--- src/rtl/spec_ld_pkg.sv ---
package spec_ld_pkg;

  typedef enum logic [1:0] {
    SZ_B1 = 2'd0,
    SZ_B2 = 2'd1,
    SZ_B4 = 2'd2,
    SZ_B8 = 2'd3
  } acc_size_e;

  // One past the last byte of an access, widened so it cannot wrap.
  function automatic logic [64:0] span_end(input logic [63:0] base, input logic [1:0] sz);
    logic [64:0] len;
    len = 65'd1 << sz;
    return {1'b0, base} + len;
  endfunction

  // Two half-open byte ranges share at least one byte.
  function automatic logic spans_overlap(input logic [63:0] a, input logic [1:0] sa,
                                         input logic [63:0] b, input logic [1:0] sb);
    return ({1'b0, a} < span_end(b, sb)) && ({1'b0, b} < span_end(a, sa));
  endfunction

endpackage

--- src/rtl/spec_ld_match.sv ---
module spec_ld_match
  import spec_ld_pkg::*;
#(
  parameter int ENTRIES = 8,
  parameter int TAG_W   = 5,
  parameter int ADDR_W  = 32
) (
  input  logic [ENTRIES-1:0]             ent_valid,
  input  logic [ENTRIES-1:0][TAG_W-1:0]  ent_tag,
  input  logic [ENTRIES-1:0][ADDR_W-1:0] ent_addr,
  input  logic [ENTRIES-1:0][1:0]        ent_size,
  input  logic                           st_valid,
  input  logic [ADDR_W-1:0]              st_addr,
  input  logic [1:0]                     st_size,
  input  logic [TAG_W-1:0]               ld_tag,
  input  logic [TAG_W-1:0]               chk_tag,
  output logic [ENTRIES-1:0]             st_hit,
  output logic [ENTRIES-1:0]             ld_tag_hit,
  output logic [ENTRIES-1:0]             chk_tag_hit
);

  for (genvar i = 0; i < ENTRIES; i++) begin : g_cmp
    assign st_hit[i]      = st_valid && ent_valid[i] &&
                            spans_overlap(64'(ent_addr[i]), ent_size[i], 64'(st_addr), st_size);
    assign ld_tag_hit[i]  = ent_valid[i] && (ent_tag[i] == ld_tag);
    assign chk_tag_hit[i] = ent_valid[i] && (ent_tag[i] == chk_tag);
  end

endmodule

--- src/rtl/spec_ld_alloc.sv ---
module spec_ld_alloc #(
  parameter int ENTRIES = 8,
  parameter int RANK_W  = 3
) (
  input  logic                           ld_valid,
  input  logic [ENTRIES-1:0]             ent_valid,
  input  logic [ENTRIES-1:0][RANK_W-1:0] ent_rank,
  input  logic [ENTRIES-1:0]             ld_tag_hit,
  output logic [ENTRIES-1:0]             alloc_vec,
  output logic                           evict
);

  localparam logic [RANK_W-1:0] OLDEST = RANK_W'(ENTRIES - 1);

  logic [ENTRIES-1:0] free_pick;
  logic [ENTRIES-1:0] old_pick;
  logic               have_free;

  always_comb begin
    free_pick = '0;
    have_free = 1'b0;
    old_pick  = '0;
    for (int i = 0; i < ENTRIES; i++) begin
      if (!ent_valid[i] && !have_free) begin
        free_pick[i] = 1'b1;
        have_free    = 1'b1;
      end
      if (ent_valid[i] && ent_rank[i] == OLDEST) old_pick[i] = 1'b1;
    end
  end

  always_comb begin
    alloc_vec = '0;
    evict     = 1'b0;
    if (ld_valid) begin
      if (|ld_tag_hit)    alloc_vec = ld_tag_hit;
      else if (have_free) alloc_vec = free_pick;
      else begin
        alloc_vec = old_pick;
        evict     = 1'b1;
      end
    end
  end

endmodule

--- src/rtl/spec_ld_tracker.sv ---
module spec_ld_tracker
  import spec_ld_pkg::*;
#(
  parameter int ENTRIES = 8,
  parameter int TAG_W   = 5,
  parameter int ADDR_W  = 32
) (
  input  logic              clk,
  input  logic              rst_n,
  input  logic              ld_valid,
  input  logic [TAG_W-1:0]  ld_tag,
  input  logic [ADDR_W-1:0] ld_addr,
  input  logic [1:0]        ld_size,
  input  logic              st_valid,
  input  logic [ADDR_W-1:0] st_addr,
  input  logic [1:0]        st_size,
  input  logic              chk_valid,
  input  logic [TAG_W-1:0]  chk_tag,
  output logic              chk_done,
  output logic              chk_pass
);

  localparam int RANK_W = (ENTRIES > 1) ? $clog2(ENTRIES) : 1;

  logic [ENTRIES-1:0]             ent_valid;
  logic [ENTRIES-1:0][TAG_W-1:0]  ent_tag;
  logic [ENTRIES-1:0][ADDR_W-1:0] ent_addr;
  logic [ENTRIES-1:0][1:0]        ent_size;
  logic [ENTRIES-1:0][RANK_W-1:0] ent_rank;

  // Named internal events
  logic [ENTRIES-1:0] st_hit, ld_tag_hit, chk_tag_hit;
  logic [ENTRIES-1:0] alloc_vec, kill_vec, free_vec, gone_vec;
  logic               evict;
  logic               chk_hit;

  spec_ld_match #(.ENTRIES(ENTRIES), .TAG_W(TAG_W), .ADDR_W(ADDR_W)) u_match (
    .ent_valid(ent_valid), .ent_tag(ent_tag), .ent_addr(ent_addr), .ent_size(ent_size),
    .st_valid(st_valid), .st_addr(st_addr), .st_size(st_size),
    .ld_tag(ld_tag), .chk_tag(chk_tag),
    .st_hit(st_hit), .ld_tag_hit(ld_tag_hit), .chk_tag_hit(chk_tag_hit)
  );

  spec_ld_alloc #(.ENTRIES(ENTRIES), .RANK_W(RANK_W)) u_alloc (
    .ld_valid(ld_valid), .ent_valid(ent_valid), .ent_rank(ent_rank),
    .ld_tag_hit(ld_tag_hit), .alloc_vec(alloc_vec), .evict(evict)
  );

  assign chk_hit  = chk_valid && (|chk_tag_hit);
  assign kill_vec = st_hit & ~alloc_vec;                 // store skips the slot being filled
  assign free_vec = chk_valid ? chk_tag_hit : '0;
  assign gone_vec = ent_valid & (kill_vec | free_vec | alloc_vec);

  logic [ENTRIES-1:0]             nxt_valid;
  logic [ENTRIES-1:0][RANK_W-1:0] nxt_rank;

  // Rank 0 = newest; ranks of live entries stay distinct and dense.
  always_comb begin
    for (int i = 0; i < ENTRIES; i++) begin
      int dec;
      dec = 0;
      for (int j = 0; j < ENTRIES; j++)
        if (gone_vec[j] && ent_rank[j] < ent_rank[i]) dec++;
      nxt_valid[i] = ent_valid[i] && !gone_vec[i];
      nxt_rank[i]  = ent_rank[i] - RANK_W'(dec) + RANK_W'(ld_valid);
      if (alloc_vec[i]) begin
        nxt_valid[i] = 1'b1;
        nxt_rank[i]  = '0;
      end
    end
  end

  always_ff @(posedge clk) begin
    if (!rst_n) begin
      ent_valid <= '0;
      ent_rank  <= '0;
      ent_tag   <= '0;
      ent_addr  <= '0;
      ent_size  <= '0;
      chk_done  <= 1'b0;
      chk_pass  <= 1'b0;
    end else begin
      ent_valid <= nxt_valid;
      ent_rank  <= nxt_rank;
      for (int i = 0; i < ENTRIES; i++) begin
        if (alloc_vec[i]) begin
          ent_tag[i]  <= ld_tag;
          ent_addr[i] <= ld_addr;
          ent_size[i] <= ld_size;
        end
      end
      chk_done <= chk_valid;
      chk_pass <= chk_hit;
    end
  end

  AST_CHECK_ANSWERED: assert property (@(posedge clk) disable iff (!rst_n)
    chk_valid |=> chk_done);
  AST_MISS_NEVER_PASSES: assert property (@(posedge clk) disable iff (!rst_n)
    (chk_valid && !(|chk_tag_hit)) |=> !chk_pass);
  AST_TAG_UNIQUE: assert property (@(posedge clk) disable iff (!rst_n)
    $onehot0(chk_tag_hit));
  AST_ONE_SLOT_PER_LOAD: assert property (@(posedge clk) disable iff (!rst_n)
    ld_valid |-> $countones(alloc_vec) == 1);
  AST_NO_EVICT_WITH_FREE: assert property (@(posedge clk) disable iff (!rst_n)
    (ld_valid && !(&ent_valid)) |-> !evict);
  AST_DONE_IDLE_AFTER_RESET: assert property (@(posedge clk)
    $rose(rst_n) |-> !chk_done);

  for (genvar k = 0; k < ENTRIES; k++) begin : g_ast
    AST_STORE_DROPS: assert property (@(posedge clk) disable iff (!rst_n)
      kill_vec[k] |=> !ent_valid[k]);
  end

endmodule

--- config.mk ---
export PLATFORM = sky130hd
export DESIGN_NAME = spec_ld_tracker
export DESIGN_NICKNAME = d
export VERILOG_FILES = /design/src/rtl/spec_ld_pkg.sv /design/src/rtl/spec_ld_match.sv /design/src/rtl/spec_ld_alloc.sv /design/src/rtl/spec_ld_tracker.sv
export SDC_FILE = /design/constraint.sdc
export NUM_CORES = 2
export LEC_CHECK = 0
export BUFFER_PORTS_ARGS = -buffer_cell sky130_fd_sc_hd__clkbuf_2
export CORE_ASPECT_RATIO = 1.5
export CORE_MARGIN = 1
export CORE_UTILIZATION = 65
export CTS_BUF_LIST = sky130_fd_sc_hd__clkbuf_8
export DETAILED_ROUTE_END_ITERATION = 10
export PLACE_DENSITY = 0.82
export SLEW_MARGIN = 15
export SYNTH_ARGS = -nofsm -noshare
export SYNTH_HDL_FRONTEND = slang
export SYNTH_SLANG_ARGS = --single-unit
--- constraint.sdc ---
create_clock -name clk -period 21.4 [get_ports clk]
set_input_delay 1.07 -clock clk [delete_from_list [all_inputs] [get_ports clk]]
set_output_delay 1.07 -clock clk [all_outputs]
set_load 0.05 [all_outputs]
# Word-level counts from Yosys, hierarchy flattened
# Cells that the tools add are included.
word_totals:
  n_memories: 0
  romBits: 0
  latch_bits: 0
  output_inout_bits: 2
  regBits: 346
  ramBits: 0
  in_bits: 83
op_classes:
  bitwise_logic: 6
  n_addsub: 81
  n_reduce_logical: 159
  muxes: 99
  eq_ne: 24
  n_mul: 0
  div_mod_pow: 0
  magnitude_cmp: 80
  n_shift: 9
op_table:
  columns: ["cell", "n"]
  rows:
  - ["$lt 32x65->1", 16]
  - ["$add 32x65->65", 9]
  - ["$shl 1x2->65 const A", 9]
  - ["$lt 3x3->1", 64]
  - ["$mux 3", 56]
  - ["$add 3x2->3 const B", 48]
  - ["$logic_and 1x1->1", 128]
  - ["$eq 5x5->1", 16]
  - ["$mux 1", 39]
  - ["$mux 8", 4]
  - ["$add 3x1->3", 8]
  - ["$eq 3x3->1 const B", 8]
  - ["$sub 3x3->3", 8]
  - ["$logic_not 1->1", 21]
  - ["$add 1x1->2 const B", 8]
  - ["$and 8x8->8", 2]
  - ["$or 8x8->8", 2]
  - ["$reduce_or 2->1", 8]
  - ["$reduce_or 8->1", 2]
  - ["$not 8->8", 1]
  - ["$not 1->1", 1]

# Logic depth before layout (Yosys ltp)
logic_depth:
  depth_word: 47
  ltp_mapped: 43
  mapped_depth_nobuf: 42

# Modules after synthesis
# Synthesis repeated with hierarchy kept, for this count alone.
unflattened:
  cells_unflattened: 4080
  area_unflattened_um2: 35983.3
by_module_without_submodules:
  columns: ["mod", "instances", "area_per_inst_um2", "cells_per_inst", "seq_area_each_um2"]
  rows:
  - ["spec_ld_tracker", 1, 18174.9, 1817, 6926.6]
  - ["spec_ld_match", 1, 17483.0, 2216, 0.0]
  - ["spec_ld_alloc", 1, 325.3, 47, 0.0]

# Worst setup path after synthesis
# OpenSTA, ideal clock, no wires.
synth_path:
  path_type: "input to register"
  from: "input st_size[1]"
  to: "register ent_rank[2] in the netlist's numbering"
  arrival_ns: 9.388
  cell_stages: 37
  setup_slack_ns: 11.931
  cell_sequence: "nor2_1 > ha_1 > fa_1 > and3_1 > o21a_2 > and4_1 > and3_1 > and3_1 > xnor2_1 > ha_1 > a21oi_1 > o21ai_0 > a2111oi_0 > nand3_1 > o211ai_1 > nand3_2 > nand2_1 > nand2_1 > a311o_1 > inv_1 > ha_1 > xor2_1 > ha_1 > mux2_2 > ha_1 > mux2_2 > ha_1 > mux2_2 > ha_1 > mux2i_1 > ha_1 > fa_1 > xnor2_1 > xnor2_1 > xnor2_1 > xnor3_1 > nor3b_1"
synth_between:
  elab_chain_len: 27
  elab_cells_between_ends: 55
  cone_classes: "10 x add/sub; 8 x order compare; 1 x shift; 8 x mux; 4 x bitwise; 24 x reduce/logical"
synth_lines:
  columns: ["element", "line_no", "text"]
  rows:
  - ["start: declaration", "spec_ld_tracker.sv:16", "input logic [1:0] st_size,"]
  - ["$shl 1x2->65 (*)", "spec_ld_pkg.sv:13", "len = 65'd1 << sz;"]
  - ["$add 32x65->65 (*)", "spec_ld_pkg.sv:14", "return {1'b0, base} + len;"]
  - ["$lt 32x65->1", "spec_ld_pkg.sv:20", "return ({1'b0, a} < span_end(b, sb)) && ({1'b0, b} < span_end(a, sa));"]
  - ["$logic_and 1x1->1", "spec_ld_pkg.sv:20", null]
  - ["$logic_and 1x1->1", "spec_ld_match.sv:23", "assign st_hit[i] = st_valid && ent_valid[i] &&"]
  - ["$and 8x8->8 (*)", "spec_ld_tracker.sv:50", "assign kill_vec = st_hit & ~alloc_vec;"]
  - ["$or 8x8->8 (*) (2 in series)", "spec_ld_tracker.sv:52", "assign gone_vec = ent_valid & (kill_vec | free_vec | alloc_vec);"]
  - ["$and 8x8->8 (*)", "spec_ld_tracker.sv:52", null]
  - ["(+10 left out)", null, null]
  - ["$add 3x2->3", "spec_ld_tracker.sv:63", "if (gone_vec[j] && ent_rank[j] < ent_rank[i]) dec++;"]
  - ["$mux 3", "spec_ld_tracker.sv:63", null]
  - ["$add 3x2->3", "spec_ld_tracker.sv:63", null]
  - ["$mux 3", "spec_ld_tracker.sv:63", null]
  - ["$add 3x2->3", "spec_ld_tracker.sv:63", null]
  - ["$mux 3 (*)", "spec_ld_tracker.sv:63", null]
  - ["$sub 3x3->3 (*)", "spec_ld_tracker.sv:65", "nxt_rank[i] = ent_rank[i] - RANK_W'(dec) + RANK_W'(ld_valid);"]
  - ["$add 3x1->3 (*)", "spec_ld_tracker.sv:65", null]
  - ["end signal: assignment", "spec_ld_tracker.sv:84", "ent_rank <= nxt_rank;"]
  - ["end: declaration", "spec_ld_tracker.sv:29", "logic [ENTRIES-1:0][RANK_W-1:0] ent_rank;"]
# Every way passes the cells marked *; elsewhere a longest branch is shown, timed or not.
# A chain may end at the register's enable or synchronous reset.

# Final worst setup path
layout_path:
  from: "register ent_size[0] in the netlist's numbering"
  to: "register ent_rank[17] in the netlist's numbering"
layout_between:
  elab_chain_len: 27
layout_lines:
  columns: ["element", "line_no", "text"]
  rows:
  - ["start: declaration", "spec_ld_tracker.sv:28", "logic [ENTRIES-1:0][1:0] ent_size;"]
  - ["start signal: indexed assignment", "spec_ld_tracker.sv:89", "ent_size[i] <= ld_size;"]
  - ["$shl 1x2->65 (*)", "spec_ld_pkg.sv:13", null]
  - ["$add 32x65->65 (*)", "spec_ld_pkg.sv:14", null]
  - ["$lt 32x65->1 (*)", "spec_ld_pkg.sv:20", null]
  - ["$logic_and 1x1->1 (*)", "spec_ld_pkg.sv:20", null]
  - ["$logic_and 1x1->1 (*)", "spec_ld_match.sv:23", null]
  - ["$and 8x8->8 (*)", "spec_ld_tracker.sv:50", null]
  - ["$or 8x8->8 (*) (2 in series)", "spec_ld_tracker.sv:52", null]
  - ["$and 8x8->8 (*)", "spec_ld_tracker.sv:52", null]
  - ["(+10 left out)", null, null]
  - ["$add 3x2->3", "spec_ld_tracker.sv:63", null]
  - ["$mux 3 (*)", "spec_ld_tracker.sv:63", null]
  - ["$add 3x2->3", "spec_ld_tracker.sv:63", null]
  - ["$mux 3 (*)", "spec_ld_tracker.sv:63", null]
  - ["$add 3x2->3", "spec_ld_tracker.sv:63", null]
  - ["$mux 3 (*)", "spec_ld_tracker.sv:63", null]
  - ["$sub 3x3->3 (*)", "spec_ld_tracker.sv:65", null]
  - ["$add 3x1->3 (*)", "spec_ld_tracker.sv:65", null]
# Marked as above.

==> flow_metrics.env <==
export IMPL_status="complete, but fails checks"
export IMPL_violations="design-rule violations"
export IMPL_wl_met2_um=54920
export IMPL_multiInputGateArea_um2=27730
export IMPL_clkLatencyLatePin_ns=0.72
export IMPL_synth_top_area_share_pct=24.28
export IMPL_detail_route_first_pass_iterations=8
export IMPL_syn_to_final_growth_pct=6.804
export IMPL_synthTopCellsByCount="ha_1, nand2_1, dfxtp_1, nor2b_1, mux2i_1"
export IMPL_ys_ff_latch=346
export IMPL_die_h_um=288.9
export IMPL_yosysMostFrequentCell="ha_1"
export IMPL_fin_tns_setup_ns=0
export IMPL_portBuffers=84
export IMPL_dieArea_um2=55820
export IMPL_clock_sinks=346
export IMPL_min_from="ent_addr[130]"
export IMPL_fin_cells=4909
export IMPL_drtIter0Drc=2072
export IMPL_via_per_inst=6.522
export IMPL_worstSetupPathType="reg2reg"
export IMPL_grt_setup_unrepaired="no"
export IMPL_powerDensity_nw_per_um2=55.38
export IMPL_grt_pass1_vias=32020
export IMPL_yosysUniqueCellTypes=82
export IMPL_synth_largest_area_cell="ha_1"
export IMPL_worstSetupStartpointType="flop"
export IMPL_grt_usage_pct=41.72
export IMPL_min_delay_path_depth=2
export IMPL_cts_hold_buf=0
export IMPL_reg2reg_depth=37
export IMPL_yosys_top_cells_area="ha_1, dfxtp_1, mux2i_1"
export IMPL_synth_edff_count=0
export IMPL_ys_warn_count=0
export IMPL_placementRows=104
export IMPL_place_gp_congestion=0.9965
export IMPL_register_area_um2=6927
export IMPL_maxSlewViolCount=0
export IMPL_cts_buffers=59
export IMPL_finalCritPeriodShare_pct=49.36
export IMPL_worst_slew_pin_slew_ns=1.323
export IMPL_path_common_cell="ha_1"
export IMPL_cts_root_buffer="clkbuf_8"
export IMPL_synth_flop_cell="dfxtp_1"
export IMPL_setup_viol=0
export IMPL_drc_errors=4
export IMPL_dp_cells=4798
export IMPL_avgRoutedWirePerCell_um=23.99
export IMPL_crit_path_top_delay_cell="o21ai_0"
export IMPL_fill_cells=4246
export IMPL_hold_ws_ns=0.5038
export IMPL_regToRegSetupSlack_ns=10.84
export IMPL_io_pins=85
export IMPL_p_leak_nw=16.50
export IMPL_path_max_fanout=7
export IMPL_nets=4963
export IMPL_relSlewSlack_pct=10.90
export IMPL_cts_tree="done"
export IMPL_ir_drop_mv=0.05394
export IMPL_antenna_found_initial=3
export IMPL_cp_top_family="adder cells"
export IMPL_cap_violations=0
export IMPL_max_clock_path_buffers=3
export IMPL_dp_hpwl_um=88110
export IMPL_syn_area_um2=35660
export IMPL_grt_pass1_wl_um=179400
export IMPL_cp_num_buf_inv=0
export IMPL_slowest_delay_ns=1.04
export IMPL_start_util_pct=66.19
export IMPL_wl_met1_um=41720
export IMPL_cts_max_level=2
export IMPL_fmax_mhz=94.68
export IMPL_overflow=0
export IMPL_cp_data_arrival_time_ns=11.16
export IMPL_postCtsSetupBuffers=0
export IMPL_synth_cells=4128
export IMPL_fp_dieW_um=193.2
export IMPL_synthArstFlopShare_pct=0
export IMPL_core_area_um2=53870
export IMPL_clkTransAtPathRegs_ns=0.06
export IMPL_highest_layer="met5"
export IMPL_cp_required_ns=22.00
export IMPL_cts_resized=0
export IMPL_ys_seq_area_share_pct=19.43
export IMPL_min_to="ent_addr[130]"
export IMPL_period_minus_slack_ns=10.56
export IMPL_dr_wl_met3_um=8291
export IMPL_dp_slack_ns=10.55
export IMPL_syn_avg_cell_area_um2=8.638
export IMPL_r2r_start="ent_size[0]"
export IMPL_min_path_type="reg2reg"
export IMPL_routed_wl_um=117700
export IMPL_end_kind="flop"
export IMPL_via_count=32020
export IMPL_r2r_end="ent_rank[17]"
export IMPL_grt_max_degree=191
export IMPL_drive_gt1_share_pct=6.970
export IMPL_antenna_left=0
export IMPL_worst_clock_skew_ns=0.04983
export IMPL_synth_nets=4920
export IMPL_hold_viol_final=0
export IMPL_fin_ws_ns=10.84
[where the power goes]
part           internal (mW)  total, mW  switching, mW
combinational          0.305      0.722          0.418
sequential             0.668      0.720         0.0513
clock                  0.348      0.667          0.319
[cells in the final DEF (no fill, tap or decap), types with 11 or more instances in the layout]
cell type  count
ha_1         692
nand2_1      359
dfxtp_1      346
nor2b_1      298
mux2i_1      251
xor2_1       219
a21oi_1      211
xnor2_1      206
nor2_1       147
inv_1        142
nand3_1      138
o21ai_0      136
nand4_1      108
a21o_1       107
and3_1        86
clkbuf_2      83
a21boi_0      77
clkbuf_8      75
buf_4         49
and4_1        46
nor3_1        35
a31oi_1       32
a211oi_1      29
nand2b_1      29
and2_1        28
mux2_2        24
nor4_1        21
fa_1          17
o211ai_1      15
and3b_1       13
clkinv_2      13
o21a_1        12
o21bai_1      11
[routing by layer]
metal  GRT usage (%)  vias to the layer above
li1                -                    14930
met1           43.02                    14980
met2           71.94                     1416
met3           7.416                      693
met4           40.28                        2
met5               0                        -
[worst max-delay path by stage]
stage,depth (start not counted),slack (ns),end,start
2_1_floorplan,37,11.93,ent_rank[2],st_size[1]
3_3_place_gp,37,10.79,ent_rank[17],st_addr[1]
3_5_place_dp,37,10.55,ent_rank[17],st_addr[1]
4_1_cts,37,10.99,ent_rank[17],ent_size[0]
5_1_grt,37,10.62,ent_rank[8],ent_size[0]
6_report,37,10.84,ent_rank[17],ent_size[0]
[cell type report]
type                       count  area share, %
multi-input combinational   3502          72.81
sequential                   346          18.19
clock buffer                  74          2.674
tap                          689          2.264
timing repair buffer         134          2.165
inverter                     128          1.262
clock inverter                34         0.6210
antenna                        2        0.01314
[worst register-to-register path, delay by kind of cell (launching register included)]
family | cells | cell delay (ns)
adders and majority gates | 10 | 3.01
AOI/OAI and AO/OA | 9 | 2.69
and+or+nand+nor | 8 | 1.94
DFF | 1 | 0.38
muxes | 4 | 0.96
xor gates and xnor gates | 6 | 1.48
[registers in the layout (all words and copies together), names as in the netlist]
| register | count |
|---|---|
| ent_addr | 256 |
| ent_tag | 40 |
| ent_size | 16 |
| ent_rank | 24 |
| chk_pass | 1 |
| chk_done | 1 |
| ent_valid | 8 |
[through the flow]
step	utilization (%)	instance area, um^2	total power [mW]
2_1_floorplan	-	35660	1.218
3_3_place_gp	68.30	36800	1.409
3_5_place_dp	68.30	36800	1.436
4_1_cts	70.63	38050	2.097
5_1_grt	70.69	38080	2.212
6_report	70.69	38080	2.109
[kinds of logic after synthesis]
family	Yosys count	synth area share (%)
compound gates	728	13.21
xor+xnor	436	11.10
fa+ha+maj	709	25.24
buf+inv	280	3.035
flops	346	19.43
mux	275	7.804
simple gates	1354	20.19
No activity file was read; power rests on OpenSTA's default activity.
